File: src/rtl/pbm_ctrl.sv
module pbm_ctrl #(
  parameter int DW    = 16,
  parameter int DEPTH = 8,
  parameter int CNT_W = 3,
  parameter int DIV_W = 4
) (
  input  logic          clk,
  input  logic          rst_n,
  input  logic [1:0]    host_addr,
  input  logic          host_wr,
  input  logic          host_rd,
  input  logic [DW-1:0] host_wdata,
  output logic [DW-1:0] host_rdata,
  output logic          bus_cs,
  output logic          bus_wr,
  output logic          bus_rd,
  output logic          bus_req,
  output logic          bus_oe,
  output logic [DW-1:0] bus_dout,
  input  logic [DW-1:0] bus_din
);
  localparam int AW = $clog2(DEPTH);

  typedef enum logic [2:0] {S_IDLE, S_WA, S_WB, S_RA, S_RB} st_t;
  st_t st, nxt;

  logic             rd_pend;
  logic [CNT_W-1:0] cnt_cfg, left;
  logic [DIV_W-1:0] div_cfg, div_q, divcnt;
  logic [DW-1:0]    dout_q;
  logic [DW-1:0]    tx_mem [DEPTH];
  logic [DW-1:0]    rx_mem [DEPTH];
  logic [AW:0]      tx_wp, tx_rp, rx_wp, rx_rp;

  wire tx_empty = tx_wp == tx_rp;
  wire tx_full  = (tx_wp[AW] != tx_rp[AW]) && (tx_wp[AW-1:0] == tx_rp[AW-1:0]);
  wire rx_empty = rx_wp == rx_rp;
  wire rx_full  = (rx_wp[AW] != rx_rp[AW]) && (rx_wp[AW-1:0] == rx_rp[AW-1:0]);

  wire ctrl_we  = host_wr && host_addr == 2'd0;
  wire tx_push  = host_wr && host_addr == 2'd1 && !tx_full;
  wire rx_pop   = host_rd && host_addr == 2'd2 && !rx_empty;

  wire tick       = divcnt == div_q;
  wire burst_done = tick && st == S_RB && left == '0;
  wire launch     = st == S_IDLE || (tick && st == S_WB) || burst_done;
  wire start_wr   = launch && !tx_empty;
  wire start_rd   = launch && tx_empty && rd_pend && !burst_done;
  wire rx_push    = tick && st == S_RA && !rx_full;

  always_comb begin
    nxt = st;
    case (st)
      S_IDLE: if (start_wr) nxt = S_WA; else if (start_rd) nxt = S_RA;
      S_WA:   if (tick) nxt = S_WB;
      S_RA:   if (tick) nxt = S_RB;
      default:
        if (tick) begin
          if (st == S_RB && left != '0) nxt = S_RA;
          else if (start_wr)            nxt = S_WA;
          else if (start_rd)            nxt = S_RA;
          else                          nxt = S_IDLE;
        end
    endcase
  end

  always_ff @(posedge clk or negedge rst_n) begin
    if (!rst_n) begin
      st      <= S_IDLE;
      rd_pend <= 1'b0;
      cnt_cfg <= '0;
      div_cfg <= '0;
      div_q   <= '0;
      divcnt  <= '0;
      left    <= '0;
      dout_q  <= '0;
      tx_wp   <= '0;
      tx_rp   <= '0;
      rx_wp   <= '0;
      rx_rp   <= '0;
    end else begin
      st     <= nxt;
      divcnt <= (launch || tick) ? '0 : divcnt + 1'b1;
      if (ctrl_we) begin
        cnt_cfg <= host_wdata[1 +: CNT_W];
        div_cfg <= host_wdata[8 +: DIV_W];
      end
      if (ctrl_we && host_wdata[0]) rd_pend <= 1'b1;
      else if (burst_done)          rd_pend <= 1'b0;
      if (start_wr || start_rd) div_q <= div_cfg;
      if (start_rd) left <= cnt_cfg;
      else if (tick && st == S_RB && left != '0) left <= left - 1'b1;
      if (start_wr) begin
        dout_q <= tx_mem[tx_rp[AW-1:0]];
        tx_rp  <= tx_rp + 1'b1;
      end
      if (tx_push) tx_wp <= tx_wp + 1'b1;
      if (rx_push) rx_wp <= rx_wp + 1'b1;
      if (rx_pop)  rx_rp <= rx_rp + 1'b1;
    end
  end

  always_ff @(posedge clk) begin
    if (tx_push) tx_mem[tx_wp[AW-1:0]] <= host_wdata;
    if (rx_push) rx_mem[rx_wp[AW-1:0]] <= bus_din;
  end

  assign bus_cs   = st == S_WA || st == S_RA;
  assign bus_wr   = st == S_WA || st == S_WB;
  assign bus_rd   = st == S_RA || st == S_RB;
  assign bus_req  = st != S_IDLE;
  assign bus_oe   = bus_wr;
  assign bus_dout = dout_q;

  always_comb begin
    host_rdata = '0;
    case (host_addr)
      2'd0: begin
        host_rdata[0]          = rd_pend;
        host_rdata[1 +: CNT_W] = cnt_cfg;
        host_rdata[8 +: DIV_W] = div_cfg;
      end
      2'd2: host_rdata = rx_mem[rx_rp[AW-1:0]];
      2'd3: host_rdata[5:0] = {rd_pend, rx_empty, rx_full, tx_empty, tx_full, bus_req};
      default: host_rdata = '0;
    endcase
  end
endmodule

File: config.mk
export PLATFORM = sky130hd
export DESIGN_NAME = pbm_ctrl
export DESIGN_NICKNAME = d
export VERILOG_FILES = /design/src/rtl/pbm_ctrl.sv
export SDC_FILE = /design/constraint.sdc
export NUM_CORES = 1
export LEC_CHECK = 0
export ABC_CLOCK_PERIOD_IN_PS = 6100
export BUFFER_PORTS_ARGS = -buffer_cell sky130_fd_sc_hd__buf_2
export CAP_MARGIN = 15
export CORE_AREA = 2 2 174 142
export CTS_CLUSTER_SIZE = 40
export DETAILED_ROUTE_END_ITERATION = 16
export DIE_AREA = 0 0 176 144
export PLACE_DENSITY = 0.76
export RECOVER_POWER = 100
export SYNTH_ARGS = -nofsm -noshare
export SYNTH_HDL_FRONTEND = slang
export SYNTH_SLANG_ARGS = --single-unit
File: constraint.sdc
create_clock -name clk -period 6.1 [get_ports clk]
set_clock_uncertainty 0.05 [all_clocks]
set_input_delay 0 -clock clk [delete_from_list [all_inputs] [get_ports clk]]
set_output_delay 0 -clock clk [all_outputs]
set_load 0.05 [all_outputs]
==> metrics.md <==
| Metric | Value |
|---|---|
| RSZ-0062 raised after global routing | `false` |
| Final Util | `0.603` |
| Avg Synthesized Cell Area | `18.8 um2` |
| Layout cells sized above 1 | `0.169` |
| Clk pin slew, worst setup/hold paths | `0.06 ns` |
| Overflow after GRT | `0` |
| Wirelength, routed | `25700 um` |
| CP max FO | `36` |
| WP data arrival | `4.56 ns` |
| Post-Syn Area | `0.0123 mm2` |
| Vias per cell | `5.85` |
| Crit-path slowest cell | `clkbuf_1` |
| Register area share after synthesis | `0.734` |
| Top-count cell post-synth | `edfxtp_1` |
| Top-area cell type share of the netlist area | `0.624` |
| Largest net degree at the start of global routing | `55` |
| Highest Clock Rate | `236 MHz` |
| Clock buffer depth | `3` |
| Largest family of logic cells by synthesized area | `multiplexers` |
| Core area | `0.0238 mm2` |
| Wl on met1 | `10800 um` |
| Ports | `75` |
| Buf/Inv on CP | `2` |
| Cells after DPL | `1030` |
| VDD IR-drop max | `0.000248 V` |
| Fin nets | `826` |
| CP endpoint kind | `flop` |
| Starting Density | `0.518` |
| First-pass GRT wire length | `39200 um` |
| Compound-Gate Fraction of Synth Area | `0.0225` |
| # H-tree levels | `1` |
| CTS Sinks | `310` |
| Ys Warns | `0` |
| Met3 wire len | `1660 um` |
| Critical setup path kind | `reg2reg` |
| Routed via count | `6564` |
| Layout overhead on the synthesized area | `16.5%` |
| Worst flop-to-flop path startpoint | `tx_rp[0]` |
| Tot GR Track Use | `0.206` |
| Port bufs | `74` |
| LEAKAGE | `4.86 nW` |
| Status | `finished with violations` |
| Synth top area cells | `edfxtp_1 (62%), mux4_2 (12%), dfrtp_1 (11%)` |
| Mux cell area share after synthesis | `0.156` |
| CP Cell Sequence | `buf_4 -> xor2_1 -> nor4b_1 -> a2111o_1 -> clkbuf_1 -> o21ai_0` |
| Post-synthesis cell type count | `51` |
| Initial drt markers | `614` |
| CTS root buf | `clkbuf_16` |
| Fin crit share | `0.696` |
| Crit path to | `bus_dout[6]` |
| CP startpoint | `tx_rp[0]` |
| Simple-gate share of the synthesized area | `0.0433` |
| Initial antenna violation count | `0` |
| Post-CTS setup buffers | `0` |
| Violated checks | `max-capacitance violations, max-slew violations` |
| Required time of the critical path | `6.42 ns` |
| Die area | `0.0253 mm2` |
| TritonCTS buffer count | `30` |
| Synth Instances | `655` |
| Max Slew Vio Count | `92` |
| R2R cell count | `6` |
| CTS tree | `done` |
| Worst path depth | `6` |
| Minimum clock period | `4.25 ns` |
| PwrDens | `457 mW/mm2` |
| DR pass1 iterations | `5` |
| R2R Setup Slk | `1.85 ns` |
| Vias in the first global route | `6750` |
| Met2 wire length | `12500 um` |
| Top cells by count, synth | `edfxtp_1 (256), mux4_2 (64), dfrtp_1 (54)` |
| Post-synthesis adder-cell area fraction | `0.00711` |
| Top delay family on crit path | `buffers and inverters` |
| Post-route ant nets | `0` |
| Die height | `144 um` |
| Most frequently used flop master after synthesis | `edfxtp_1` |
| Cell Rows | `51` |
| Die Wd | `176 um` |
| Net Count, Synth | `700` |
| FF+latch count, synth | `310` |
| Post-detail-place hpwl | `15300 um` |
| Worst path max stage delay | `1.11 ns` |
| Setup TNS | `0 ns` |
| Worst slew pin tran | `3.09 ns` |
| Layout filler cell count | `1677` |
| Avg WL per Cell | `22.9 um` |
| CP startpoint kind | `flop` |
| Tightest Hold Check Type | `in2reg` |
| Antenna diodes | `0` |
| Top sig layer | `met4` |
| RR Endpoint | `bus_dout[6]` |
| Placer Congestion | `0.798` |
| Asr flop ratio synth | `0.174` |
| Final setup viols | `0` |
| Max transition margin | `-1.06` |
| Clk_lat worst skew | `0.56 ns` |
| Final Non-Filler Cells | `1123` |
| Fraction of synthesized cell area in xor and xnor cells | `0.0205` |
| Drc violations | `0` |
| Max cap viols | `2` |
| Cell taking the most area after synthesis | `edfxtp_1` |
| Number of synthesized flops with an enable pin | `256` |
| Final hold vios | `0` |
==> tightest hold or removal path, delay by kind of cell <==
kind	cells	cell delay, ns
AND/OR/NAND/NOR	1	0.26
buffers and inverters	1	0.21
XOR/XNOR	1	0.15
==> layer usage <==
metal	global-route usage	vias up
met1	0.293	3400
li1	-	2841
met3	0.0363	60
met2	0.330	263
met5	0	-
met4	0.0666	0
==> worst min path at each step <==
stage	from	to	slack [ns]	cells past startpoint
final	host_addr[1]	rx_rp[0]	0.06	3
after global routing	host_addr[1]	rx_rp[0]	0.07	3
after CTS	host_addr[1]	rx_rp[0]	0.02	3
after detailed placement	rst_n	bus_dout[5]	0.15	2
after global placement	rst_n	bus_dout[6]	0.12	2
after floorplan	rst_n	bus_dout[0]	-0.35	0
==> what timing repair did <==
action / 4_1_cts / 5_1_grt
hold buffers: 36 / 0
gates resized for setup: 0 / 0
endpoints found under the hold margin: 326 / 0
==> power breakdown <==
| group | internal [mW] | switching, mW | leakage (nW) |
|---|---|---|---|
| sequential | 2.50 | 0.235 | 2.97 |
| clock | 1.15 | 0.764 | 0.503 |
| combinational | 0.776 | 1.13 | 1.39 |
==> registers in the layout (all words and copies together), names as in the netlist <==
name      count
rd_pend       1
divcnt        4
cnt_cfg       3
rx_rp         4
rx_wp         4
st            3
tx_rp         4
div_cfg       4
tx_wp         4
div_q         4
tx_mem      128
rx_mem      128
left          3
bus_dout     16
==> area by class of cell <==
class	count	area [um2]	share of cell area
Sequential cell	310	9040	0.630
Multi-Input combinational cell	300	3080	0.215
Clock buffer	36	803	0.0560
Timing Repair Buffer	132	766	0.0534
Tap cell	318	398	0.0277
Clock inverter	20	233	0.0162
Inverter	7	26.3	0.00183
==> layout by cell type (no fill, tap or decap), types with 6 or more instances in the layout <==
cell and n:
inv_1 7, clkbuf_1 89, o21ai_0 21, nor3_1 6
edfxtp_1 256, nand2b_1 6, xnor2_1 13, nor2_1 35
dlygate4sd3_1 36, nand4_1 7, clkbuf_16 30, clkinv_1 7
ha_1 7, xor2_1 14, mux2_2 10, dfrtp_1 52
mux2i_1 31, nand2_1 32, mux4_2 64, nand3_1 7
==> logic make-up after synthesis <==
family | after synthesis
and+or+nand+nor | 111
AOI/OAI and AO/OA | 44
DFF | 310
adders and majority gates | 7
xor gates and xnor gates | 28
buffers and inverters | 45
muxes | 110
==> metrics by stage <==
step                      hold slack, ns  area, um2  setup WS [ns]  power [mW]
after floorplan                   -0.346      12300           2.14        4.24
after CTS                         0.0171      14500           2.65        6.63
after detailed placement           0.153      13100           2.74        4.69
final                             0.0614      14300           1.85        6.56
after global placement             0.120      13100           2.87        4.61
after global routing              0.0750      14300           1.46        6.84
Note: power is estimated with default switching activity, not from simulation.
